## src/rtl/sset_pkg.sv

```systemverilog
package sset_pkg;
   localparam int NUM_FIELDS   = 5;
   localparam int DEF_FIELD_W  = 16;
   localparam int DEF_DEPTH    = 8;
   localparam int DEF_CODE_W   = 3;

   typedef enum logic [2:0] {
      FC_I     = 3'd0,
      FC_Q     = 3'd1,
      FC_MAG   = 3'd2,
      FC_PHASE = 3'd3,
      FC_FREQ  = 3'd4
   } field_code_e;

   localparam int LAST_FIELD = int'(FC_FREQ);
endpackage

```

## src/rtl/sset_store.sv

```systemverilog
module sset_store
   import sset_pkg::*;
#(
   parameter int FIELD_W = DEF_FIELD_W,
   parameter int DEPTH   = DEF_DEPTH,
   localparam int PTR_W  = $clog2(DEPTH),
   localparam int SET_W  = NUM_FIELDS * FIELD_W
) (
   input  logic               clk,
   input  logic               rst_n,
   input  logic               wr_en,
   input  logic [PTR_W-1:0]   wr_addr,
   input  logic [FIELD_W-1:0] in_i,
   input  logic [FIELD_W-1:0] in_q,
   input  logic [FIELD_W-1:0] in_mag,
   input  logic [FIELD_W-1:0] in_phase,
   input  logic [FIELD_W-1:0] in_freq,
   input  logic               in_freq_vld,
   input  logic [PTR_W-1:0]   rd_addr,
   output logic [SET_W-1:0]   head_set
);
   logic [SET_W-1:0]   slot_q [DEPTH];
   logic [FIELD_W-1:0] freq_hold_q;
   logic [FIELD_W-1:0] freq_eff;
   logic [SET_W-1:0]   wr_set;

   assign freq_eff = in_freq_vld ? in_freq : freq_hold_q;
   assign wr_set   = {freq_eff, in_phase, in_mag, in_q, in_i};

   always_ff @(posedge clk) begin
      if (!rst_n) begin
         freq_hold_q <= '0;
      end else if (in_freq_vld) begin
         freq_hold_q <= in_freq;
      end
   end

   always_ff @(posedge clk) begin
      if (!rst_n) begin
         for (int s = 0; s < DEPTH; s++) slot_q[s] <= '0;
      end else if (wr_en) begin
         slot_q[wr_addr] <= wr_set;
      end
   end

   assign head_set = slot_q[rd_addr];

   // a set written without a frequency strobe carries the held value
   assert_freq_hold_R8: assert property (@(posedge clk) disable iff (!rst_n)
      (wr_en && !in_freq_vld) |=>
         (slot_q[$past(wr_addr)][SET_W-1 -: FIELD_W] == $past(freq_hold_q)));
endmodule

```

## src/rtl/sset_ptr_ctrl.sv

```systemverilog
module sset_ptr_ctrl
   import sset_pkg::*;
#(
   parameter int DEPTH  = DEF_DEPTH,
   localparam int PTR_W = $clog2(DEPTH),
   localparam int CNT_W = $clog2(DEPTH + 1)
) (
   input  logic             clk,
   input  logic             rst_n,
   input  logic             mode_snap,
   input  logic             snap_arm,
   input  logic             in_valid,
   input  logic             pop,
   output logic             wr_en,
   output logic [PTR_W-1:0] wr_addr,
   output logic [PTR_W-1:0] rd_addr,
   output logic             empty,
   output logic             full,
   output logic             snap_done
);
   logic [PTR_W-1:0] wptr_q, rptr_q;
   logic [CNT_W-1:0] cnt_q, cap_cnt_q;
   logic             capt_q, done_q;
   logic             arm;

   assign arm   = snap_arm & mode_snap;
   assign empty = (cnt_q == '0);
   assign full  = (cnt_q == CNT_W'(DEPTH));
   assign wr_en = !arm && in_valid && !full && (!mode_snap || capt_q);

   always_ff @(posedge clk) begin
      if (!rst_n) begin
         wptr_q    <= '0;
         rptr_q    <= '0;
         cnt_q     <= '0;
         cap_cnt_q <= '0;
         capt_q    <= 1'b0;
         done_q    <= 1'b0;
      end else if (arm) begin
         wptr_q    <= '0;
         rptr_q    <= '0;
         cnt_q     <= '0;
         cap_cnt_q <= '0;
         capt_q    <= 1'b1;
         done_q    <= 1'b0;
      end else begin
         wptr_q <= wptr_q + PTR_W'(wr_en);
         rptr_q <= rptr_q + PTR_W'(pop);
         cnt_q  <= cnt_q + CNT_W'(wr_en) - CNT_W'(pop);
         if (!mode_snap) begin
            cap_cnt_q <= '0;
            capt_q    <= 1'b0;
            done_q    <= 1'b0;
         end else if (wr_en) begin
            cap_cnt_q <= cap_cnt_q + CNT_W'(1);
            if (cap_cnt_q == CNT_W'(DEPTH - 1)) begin
               capt_q <= 1'b0;
               done_q <= 1'b1;
            end
         end
      end
   end

   assign wr_addr   = wptr_q;
   assign rd_addr   = rptr_q;
   assign snap_done = done_q;

   assert_no_overflow_R2: assert property (@(posedge clk) disable iff (!rst_n)
      (full && !pop && !arm) |=> full);

   assert_flags_exclusive_R1: assert property (@(posedge clk) disable iff (!rst_n)
      !(empty && full));

   assert_arm_clears_R9: assert property (@(posedge clk) disable iff (!rst_n)
      arm |=> (empty && !snap_done));

   assert_done_holds_R9: assert property (@(posedge clk) disable iff (!rst_n)
      (snap_done && mode_snap && !snap_arm) |=> snap_done);

   assert_stopped_ignores_R10: assert property (@(posedge clk) disable iff (!rst_n)
      (mode_snap && snap_done && !snap_arm) |-> !wr_en);
endmodule

```

## src/rtl/sset_rd_arb.sv

```systemverilog
module sset_rd_arb
   import sset_pkg::*;
#(
   parameter int FIELD_W = DEF_FIELD_W,
   parameter int CODE_W  = DEF_CODE_W,
   localparam int BYTE_W = FIELD_W / 2,
   localparam int SET_W  = NUM_FIELDS * FIELD_W
) (
   input  logic               clk,
   input  logic               rst_n,
   input  logic [SET_W-1:0]   head_set,
   input  logic               empty,
   input  logic               eng_rd,
   input  logic [CODE_W-1:0]  eng_code,
   output logic [FIELD_W-1:0] eng_data,
   output logic               eng_ack,
   input  logic               host_rd,
   input  logic [CODE_W-1:0]  host_code,
   input  logic               host_hi,
   output logic [BYTE_W-1:0]  host_data,
   output logic               host_ack,
   output logic               pop
);
   logic [FIELD_W-1:0] fld [NUM_FIELDS];
   logic               pend_q, phi_q;
   logic [CODE_W-1:0]  pcode_q;
   logic               host_req, host_srv, h_hi;
   logic [CODE_W-1:0]  h_code, srv_code;
   logic [FIELD_W-1:0] eng_fld, host_fld;

   for (genvar g = 0; g < NUM_FIELDS; g++) begin : g_fld
      assign fld[g] = head_set[g*FIELD_W +: FIELD_W];
   end

   function automatic logic [FIELD_W-1:0] pick(input logic [CODE_W-1:0] code,
                                               input logic is_empty);
      logic [FIELD_W-1:0] r;
      r = '0;
      if (!is_empty) begin
         for (int k = 0; k < NUM_FIELDS; k++)
            if (code == CODE_W'(k)) r = fld[k];
      end
      return r;
   endfunction

   assign host_req = pend_q | host_rd;
   assign h_code   = pend_q ? pcode_q : host_code;
   assign h_hi     = pend_q ? phi_q : host_hi;
   assign host_srv = host_req & ~eng_rd;
   assign srv_code = eng_rd ? eng_code : h_code;
   assign pop      = (eng_rd | host_srv) && !empty &&
                     (srv_code == CODE_W'(LAST_FIELD));
   assign eng_fld  = pick(eng_code, empty);
   assign host_fld = pick(h_code, empty);

   always_ff @(posedge clk) begin
      if (!rst_n) begin
         pend_q    <= 1'b0;
         phi_q     <= 1'b0;
         pcode_q   <= '0;
         eng_ack   <= 1'b0;
         eng_data  <= '0;
         host_ack  <= 1'b0;
         host_data <= '0;
      end else begin
         eng_ack  <= eng_rd;
         host_ack <= host_srv;
         if (eng_rd) eng_data <= eng_fld;
         if (host_srv)
            host_data <= h_hi ? host_fld[FIELD_W-1 -: BYTE_W] : host_fld[BYTE_W-1:0];
         if (host_srv) begin
            pend_q <= 1'b0;
         end else if (host_rd && !pend_q) begin
            pend_q  <= 1'b1;
            pcode_q <= host_code;
            phi_q   <= host_hi;
         end
      end
   end

   assert_engine_priority_R7: assert property (@(posedge clk) disable iff (!rst_n)
      (eng_rd && host_rd && !pend_q) |=> (eng_ack && !host_ack && pend_q));

   assert_pending_served_R7: assert property (@(posedge clk) disable iff (!rst_n)
      (pend_q && !eng_rd) |=> (host_ack && !pend_q));

   assert_unused_code_zero_R6: assert property (@(posedge clk) disable iff (!rst_n)
      (eng_rd && eng_code >= CODE_W'(NUM_FIELDS)) |=> (eng_data == '0));

   assert_empty_read_zero_R5: assert property (@(posedge clk) disable iff (!rst_n)
      (eng_rd && empty) |=> (eng_data == '0));
endmodule

```

## src/rtl/sset_buf_ctrl.sv

```systemverilog
module sset_buf_ctrl
   import sset_pkg::*;
#(
   parameter int FIELD_W = DEF_FIELD_W,
   parameter int DEPTH   = DEF_DEPTH,
   parameter int CODE_W  = DEF_CODE_W,
   localparam int BYTE_W = FIELD_W / 2,
   localparam int PTR_W  = $clog2(DEPTH),
   localparam int SET_W  = NUM_FIELDS * FIELD_W
) (
   input  logic               clk,
   input  logic               rst_n,
   input  logic               in_valid,
   input  logic [FIELD_W-1:0] in_i,
   input  logic [FIELD_W-1:0] in_q,
   input  logic [FIELD_W-1:0] in_mag,
   input  logic [FIELD_W-1:0] in_phase,
   input  logic [FIELD_W-1:0] in_freq,
   input  logic               in_freq_vld,
   input  logic               mode_snap,
   input  logic               snap_arm,
   input  logic               eng_rd,
   input  logic [CODE_W-1:0]  eng_code,
   output logic [FIELD_W-1:0] eng_data,
   output logic               eng_ack,
   input  logic               host_rd,
   input  logic [CODE_W-1:0]  host_code,
   input  logic               host_hi,
   output logic [BYTE_W-1:0]  host_data,
   output logic               host_ack,
   output logic               empty,
   output logic               full,
   output logic               snap_done
);
   if (FIELD_W < 2 || (FIELD_W % 2) != 0) begin : g_chk_fw
      $error("FIELD_W must be an even width of at least 2");
   end
   if (DEPTH < 2 || (1 << PTR_W) != DEPTH) begin : g_chk_depth
      $error("DEPTH must be a power of two of at least 2");
   end
   if ((1 << CODE_W) < NUM_FIELDS) begin : g_chk_code
      $error("CODE_W too narrow for the field count");
   end

   logic             wr_en, pop;
   logic [PTR_W-1:0] wr_addr, rd_addr;
   logic [SET_W-1:0] head_set;

   sset_ptr_ctrl #(.DEPTH(DEPTH)) ptr_i (
      .clk, .rst_n, .mode_snap, .snap_arm, .in_valid, .pop,
      .wr_en, .wr_addr, .rd_addr, .empty, .full, .snap_done
   );

   sset_store #(.FIELD_W(FIELD_W), .DEPTH(DEPTH)) store_i (
      .clk, .rst_n, .wr_en, .wr_addr, .in_i, .in_q, .in_mag, .in_phase,
      .in_freq, .in_freq_vld, .rd_addr, .head_set
   );

   sset_rd_arb #(.FIELD_W(FIELD_W), .CODE_W(CODE_W)) arb_i (
      .clk, .rst_n, .head_set, .empty, .eng_rd, .eng_code, .eng_data, .eng_ack,
      .host_rd, .host_code, .host_hi, .host_data, .host_ack, .pop
   );
endmodule

```

## config.mk

```make
export PLATFORM = sky130hd
export DESIGN_NAME = sset_buf_ctrl
export DESIGN_NICKNAME = d
export VERILOG_FILES = /design/src/rtl/sset_pkg.sv /design/src/rtl/sset_store.sv /design/src/rtl/sset_ptr_ctrl.sv /design/src/rtl/sset_rd_arb.sv /design/src/rtl/sset_buf_ctrl.sv
export SDC_FILE = /design/constraint.sdc
export NUM_CORES = 1
export LEC_CHECK = 0
export CORE_UTILIZATION = 50
export CTS_BUF_LIST = sky130_fd_sc_hd__clkbuf_8
export CTS_CLUSTER_SIZE = 20
export DETAILED_ROUTE_END_ITERATION = 8
export GPL_TIMING_DRIVEN = 0
export PLACE_DENSITY = 0.67
export SYNTH_ARGS = -nofsm -noshare
export SYNTH_HDL_FRONTEND = slang
export SYNTH_SLANG_ARGS = --single-unit
```

## constraint.sdc

```tcl
create_clock -name clk -period 11.04 [get_ports clk]
set_input_delay 2.208 -clock clk [delete_from_list [all_inputs] [get_ports clk]]
set_output_delay 2.208 -clock clk [all_outputs]
set_load 0.005 [all_outputs]
```

; ---- After elaboration in Yosys (flattened, before gate mapping)
; Memory sizes are Yosys's and may differ from the RTL's. A register that Yosys moved wholly into a read port is not among the register bits.
; Index checks and enable logic that the tools add are counted.
[totals]
out_inout_bits = 29
inputBits = 95
ramBits = 640
register_bits = 63
n_memories = 1
elab_cells = 92
[op_classes]
muxes = 29
n_addsub = 5
n_reduce_logical = 22
n_eq_ne = 13
bitwise = 8
[mem_list]
columns = name, words, width, read_ports, rd_clocked_by_memory_dff, wr, line_no
row1 = store_i.slot_q, 8, 80, 1, 1, 8, sset_store.sv:22  ; logic [SET_W-1:0] slot_q [DEPTH];
[op_table]
columns = operator, count
row1 = 16-bit 2-to-1 mux, 13
row2 = 80-bit 2-to-1 mux, 1
row3 = 80-bit OR reduction, 1
row4 = 3-bit by 2-bit == test with 1-bit output (second input constant), 4
row5 = 3-bit 2-to-1 mux, 4
row6 = 1-bit 2-to-1 mux, 10
row7 = 3-bit == test (second input constant), 3
row8 = 8-bit 2-to-1 mux, 1
row9 = 3-bit by 1-bit adder with 3-bit output, 2
row10 = 3-bit by 1-bit == test with 1-bit output (second input constant), 2
row11 = 1-bit logical AND, 6
row12 = 3-bit logical NOT, 2
row13 = 3-bit by 1-bit != test with 1-bit output (second input constant), 2
row14 = 2-bit AND reduction, 3
row15 = 1-bit logical NOT, 5
row16 = 4-bit by 1-bit adder with 4-bit output, 1
row17 = 4-bit by 1-bit adder with 4-bit output (second input constant), 1
row18 = 4-bit by 3-bit == test with 1-bit output (second input constant), 1
row19 = 4-bit == test (second input constant), 1
row20 = 4-bit logical NOT, 1
row21 = 1-bit NOT, 4
row22 = 2-bit OR reduction, 2
row23 = 4-bit by 1-bit subtractor with 4-bit output, 1
row24 = 3-bit OR reduction, 1
row25 = other kinds (3), 5

; ---- Logic depth before layout (Yosys ltp)
[logic_depth]
depth_word = 10
mapped_depth = 13
depth_no_buf = 12

; ---- By module
; Synthesis repeated with hierarchy kept, for this count alone.
[unflattened]
cells_unflattened = 2191
area_unflattened_um2 = 31914.4
[by_module_without_submodules]
columns = mod, n_inst, area_each_um2, cells_per_inst, seq_area_each_um2
row1 = sset_store, 1, 28645.0, 1837, 19538.7
row2 = sset_rd_arb, 1, 2389.8, 270, 620.6
row3 = sset_ptr_ctrl, 1, 879.6, 84, 320.3

; ---- Worst setup path after synthesis
; No wires, ideal clock.
[synth_path]
path_kind = input to register
from = input port snap_arm
to = memory store_i.slot_q[7][0] (netlist bit) (enable)
setup_ps = 441
slack_ps = 5451
cell_stages = 8
required_ps = 10599
n_path_buf = 3
arrival_ps = 5148
path_cell_list = o21ai_0 and3_1 buf_4 nand2_1 or2_2 clkbuf_1 clkbuf_1 nand2_1
[synth_rtl]
columns = item, line_no
row1 = from (decl), sset_buf_ctrl.sv:21  ; input logic snap_arm,
row2 = to (decl), sset_store.sv:22

==> parameters.txt <==
Parameter                              Value

Layout
  Final #Nets ... 2557
  Share of cells above drive strength 1 ... 14.2%
  Final cell utilization of the core ... 58.0%
  Post-route insts no fill ... 3386
  Synthesis-to-finish area growth ... 14.4%

Timing
  Total of endpoints with negative setup slack in the final report ... 0
  Max Transition Viols Final ... 0
  Total count of hold-check failures in the final report ... 0
  Share of the clock period used by the worst path after layout ... 60.2%
  Final critical delay including setup and external delays ... 6.65 ns
  Final setup skew ... 0.0446 ns
  Achievable clock frequency ... 0.150 GHz
  Final total negative setup slack ... 0 ns
  Slew of the pin with the lowest slew margin ... 1.39 ns
  Worst relative slew slack ... 7.03%
  RSZ-0062 raised after global routing ... no

Clocking
  Clock tree from TritonCTS ... built
  Clock Path Buffers ... 3
  Htree depth ... 3
  Number of clock sinks seen by CTS ... 703
  Buffer cell driving the clock tree root ... sky130_fd_sc_hd__clkbuf_8
  TritonCTS Buffers ... 113
  Post-CTS setup buffer count ... 0
  Clk Latency, worst-skew pair ... 0.76 ns
  Register clock-pin slew on the reported worst setup and hold paths ... 0.06 ns
  Cts hold-fix bufs ... 0
  Post-cts repair resize count ... 0

Yosys
  Async S/R FF share, synth ... 0%
  Combined area of all synthesized cells ... 32000 µm²
  Mapped Cells ... 2202
  Most used flip-flop cell after synthesis ... sky130_fd_sc_hd__edfxtp_1
  Library cells used by synthesis ... 59
  Flops & latches, synth ... 703
  Number of nets produced by synthesis ... 2309
  Yosys synthesis warning count ... 0
  Post-Syn Area per Cell ... 14.5 µm²
  Number of enable flip-flop cells after synthesis ... 640
  Cell type with the highest aggregate area in the netlist ... sky130_fd_sc_hd__edfxtp_1
  Fraction of post-synthesis cell area in the top cell type by area ... 60.1%
  Top post-synthesis cells by count ... sky130_fd_sc_hd__edfxtp_1 (640), sky130_fd_sc_hd__and2_1 (325), sky130_fd_sc_hd__and3_1 (199)
  Cell types with the largest area share after synthesis ... sky130_fd_sc_hd__edfxtp_1 (60%), sky130_fd_sc_hd__mux4_2 (9.8%), sky130_fd_sc_hd__and2_1 (6.4%)
  Most numerous cell in the Yosys netlist ... sky130_fd_sc_hd__edfxtp_1
  Share of synthesized area occupied by flip-flops and latches ... 64.0%

Floorplan
  Die area ... 65000 µm²
  Starting Density ... 50.7%
  Count of standard-cell rows ... 92
  Vertical die dimension ... 255 µm
  Width of the die ... 255 µm
  Floorplan Core Area ... 63100 µm²
  I/O pin total ... 124

Critical path
  Worst path buffer plus inverter count ... 5
  Worst reg2reg endpoint ... store_i.slot_q[1][44]$_SDFFCE_PN0P_
  Startpoint types ... input pin
  Critical path fanouts, max ... 47
  Sequence of cells on the critical path ... clkdlybuf4s50_1, clkbuf_1, nand2_1, nor2_1, clkbuf_1, nand2_1, clkbuf_1, nand2_4, buf_16
  Worst path slowest cell ... sky130_fd_sc_hd__clkbuf_1
  Maximum cell stage delay along the critical path ... 0.81 ns
  Most frequent cell on the critical path ... sky130_fd_sc_hd__clkbuf_1
  Top cell family by delay on the critical path ... buffers and inverters
  Data arrival, critical path ... 7.04 ns
  Critical setup path kind ... input pin to register
  Crit path capture type ... register
  Worst r2r path cells ... 11
  Required time reported for the critical path endpoint ... 11.43 ns
  Reg2reg setup slack ... 6.61 ns
  Worst r2r src ... ptr_i.cnt_q[2]$_SDFF_PP0_

Placed design
  HPWL after DPL ... 73200 µm
  RePlAce Congestion ... 0.962
  # placed instances ... 3181
  Count of input and output buffers ... 122

Detailed routing
  Via total after detailed routing ... 21.4k
  Highest metal layer used by the detailed router ... met5
  Total Routed Length ... 109000 µm
  Routed length per placed instance ... 32.3 µm
  WL met2 ... 50800 µm
  Wl on met1 ... 41600 µm
  1st-pass router iterations ... 5
  DR DRC count ... 0
  Met3 Routed Length ... 12000 µm
  Vias per cell ... 6.31
  Antenna-violating nets left ... 0
  Number of DRC markers after the initial detailed-route iteration ... 3065

Global routing
  Antenna violations before repair ... 2
  Total routing usage reported by global routing ... 34.0%
  Overflow left after global routing ... 0
  Via count of the first global-routing pass ... 20.8k
  Pin count of the biggest net entering global routing ... 51
  Global-route wire length before repair ... 152000 µm

Worst hold path
  Start point of the worst hold path ... ptr_i.snap_done$_SDFFE_PP0P_
  Classification of the worst-slack hold path ... register to register
  Number of cells traversed by the worst hold path ... 2
  End point of the worst hold path ... ptr_i.snap_done$_SDFFE_PP0P_

Power
  P per Cell Area ... 154 nW/µm²
  Worst-case vdd ir drop ... 98.8 µV
  Leak ... 13.5 nW

Job
  Maximum Capacitance Violations ... 0

Status
  Outcome ... completed
[registers in the layout (all words and copies together) (netlist names)]
name / count
arb_i.phi_q: 1
arb_i.pcode_q: 3
ptr_i.capt_q: 1
ptr_i.snap_done: 1
store_i.freq_hold_q: 16
store_i.slot_q: 640
ptr_i.wr_addr: 3
arb_i.eng_data: 16
arb_i.host_ack: 1
arb_i.eng_ack: 1
arb_i.pend_q: 1
ptr_i.cap_cnt_q: 4
ptr_i.cnt_q: 4
ptr_i.rd_addr: 3
arb_i.host_data: 8
[layer usage]
| layer | global-route usage [%] | vias up |
|---|---|---|
| li1 | - | 8857 |
| met1 | 45.9 | 10900 |
| met2 | 53.1 | 1406 |
| met3 | 7.92 | 239 |
| met4 | 14.8 | 2 |
| met5 | 0 | - |
[power breakdown]
group | internal, mW | total, mW | switching, mW | leakage (nW)
clock | 1.01 | 2.06 | 1.06 | 1.21
sequential | 3.01 | 3.04 | 0.0329 | 7.13
combinational | 0.173 | 0.532 | 0.358 | 5.18
[metrics by stage]
stage,cell area (µm²),power (mW),hold slack [ns],setup WS (ns)
6_report,36600,5.64,0.457,4.39
4_1_cts,36600,5.63,0.455,4.66
5_1_grt,36600,5.77,0.471,4.44
2_1_floorplan,32000,3.35,0.441,5.45
3_3_place_gp,34300,3.61,0.448,1.24
3_5_place_dp,34600,3.62,0.446,3.89
[worst reg2reg max path, cell delays in order, from the launching register on]
cell and delay, ns:
sky130_fd_sc_hd__dfxtp_1 0.30, sky130_fd_sc_hd__inv_1 0.07, sky130_fd_sc_hd__ha_1 0.19, sky130_fd_sc_hd__nand2_1 0.08
sky130_fd_sc_hd__and3_1 0.26, sky130_fd_sc_hd__inv_1 0.18, sky130_fd_sc_hd__nor2_1 0.65, sky130_fd_sc_hd__buf_2 0.47
sky130_fd_sc_hd__nand2_1 0.39, sky130_fd_sc_hd__clkbuf_1 0.46, sky130_fd_sc_hd__nand2_4 0.59, sky130_fd_sc_hd__buf_16 0.36
[layout by cell type (no fill, tap or decap), types with 7 or more instances in the layout]
cell / synthesis / final
sky130_fd_sc_hd__a21oi_1: 39 / 39
sky130_fd_sc_hd__a22oi_1: 35 / 35
sky130_fd_sc_hd__and2_1: 325 / 325
sky130_fd_sc_hd__and3_1: 199 / 199
sky130_fd_sc_hd__buf_16: 0 / 8
sky130_fd_sc_hd__buf_2: 24 / 25
sky130_fd_sc_hd__buf_4: 24 / 24
sky130_fd_sc_hd__buf_6: 5 / 8
sky130_fd_sc_hd__clkbuf_1: 106 / 106
sky130_fd_sc_hd__clkbuf_8: 0 / 115
sky130_fd_sc_hd__clkdlybuf4s50_1: 0 / 122
sky130_fd_sc_hd__clkinv_1: 2 / 19
sky130_fd_sc_hd__clkinv_2: 0 / 7
sky130_fd_sc_hd__dfxtp_1: 63 / 63
sky130_fd_sc_hd__edfxtp_1: 640 / 640
sky130_fd_sc_hd__ha_1: 11 / 11
sky130_fd_sc_hd__inv_1: 18 / 73
sky130_fd_sc_hd__mux2_2: 8 / 8
sky130_fd_sc_hd__mux2i_1: 150 / 150
sky130_fd_sc_hd__mux4_2: 139 / 139
sky130_fd_sc_hd__nand2_1: 62 / 54
sky130_fd_sc_hd__nand2_4: 0 / 8
sky130_fd_sc_hd__nand3_1: 19 / 19
sky130_fd_sc_hd__nor2_1: 186 / 186
sky130_fd_sc_hd__nor2b_1: 7 / 7
sky130_fd_sc_hd__nor3_1: 13 / 10
sky130_fd_sc_hd__o21ai_0: 10 / 10
sky130_fd_sc_hd__o22ai_1: 31 / 31
[worst max-delay path by stage]
stage,from,endpoint,slack [ns],depth (start not counted)
2_1_floorplan,snap_arm,store_i.slot_q[7][0]$_SDFFCE_PN0P_,5.45,8
4_1_cts,rst_n,store_i.slot_q[1][44]$_SDFFCE_PN0P_,4.66,9
5_1_grt,rst_n,store_i.slot_q[1][44]$_SDFFCE_PN0P_,4.44,9
3_5_place_dp,rst_n,store_i.slot_q[1][61]$_SDFFCE_PN0P_,3.89,9
6_report,rst_n,store_i.slot_q[1][44]$_SDFFCE_PN0P_,4.39,9
3_3_place_gp,rst_n,store_i.slot_q[1][60]$_SDFFCE_PN0P_,1.24,8
[cell families after synthesis]
logic type,after synthesis,share of synthesized area [%]
AND/OR/NAND/NOR,828,14.1
adder cells (fa/ha/maj),12,0.493
multiplexers,298,14.8
buffers and inverters,183,2.64
AO/OA/AOI/OAI,171,3.69
XOR/XNOR,7,0.192
flip-flops,703,64.0
[final cells by class]
cell class,count,area [µm²]
flip-flops and latches,703,20500
clock inverters,86,413
fillers,5127,26500
multi-input cells,1316,10700
clock buffers,115,1580
plain buffers,163,771
repair buffers,133,1480
diodes,4,10.0
well taps,846,1060
inverters,20,75.1
No activity file was read; power rests on OpenSTA's default activity.
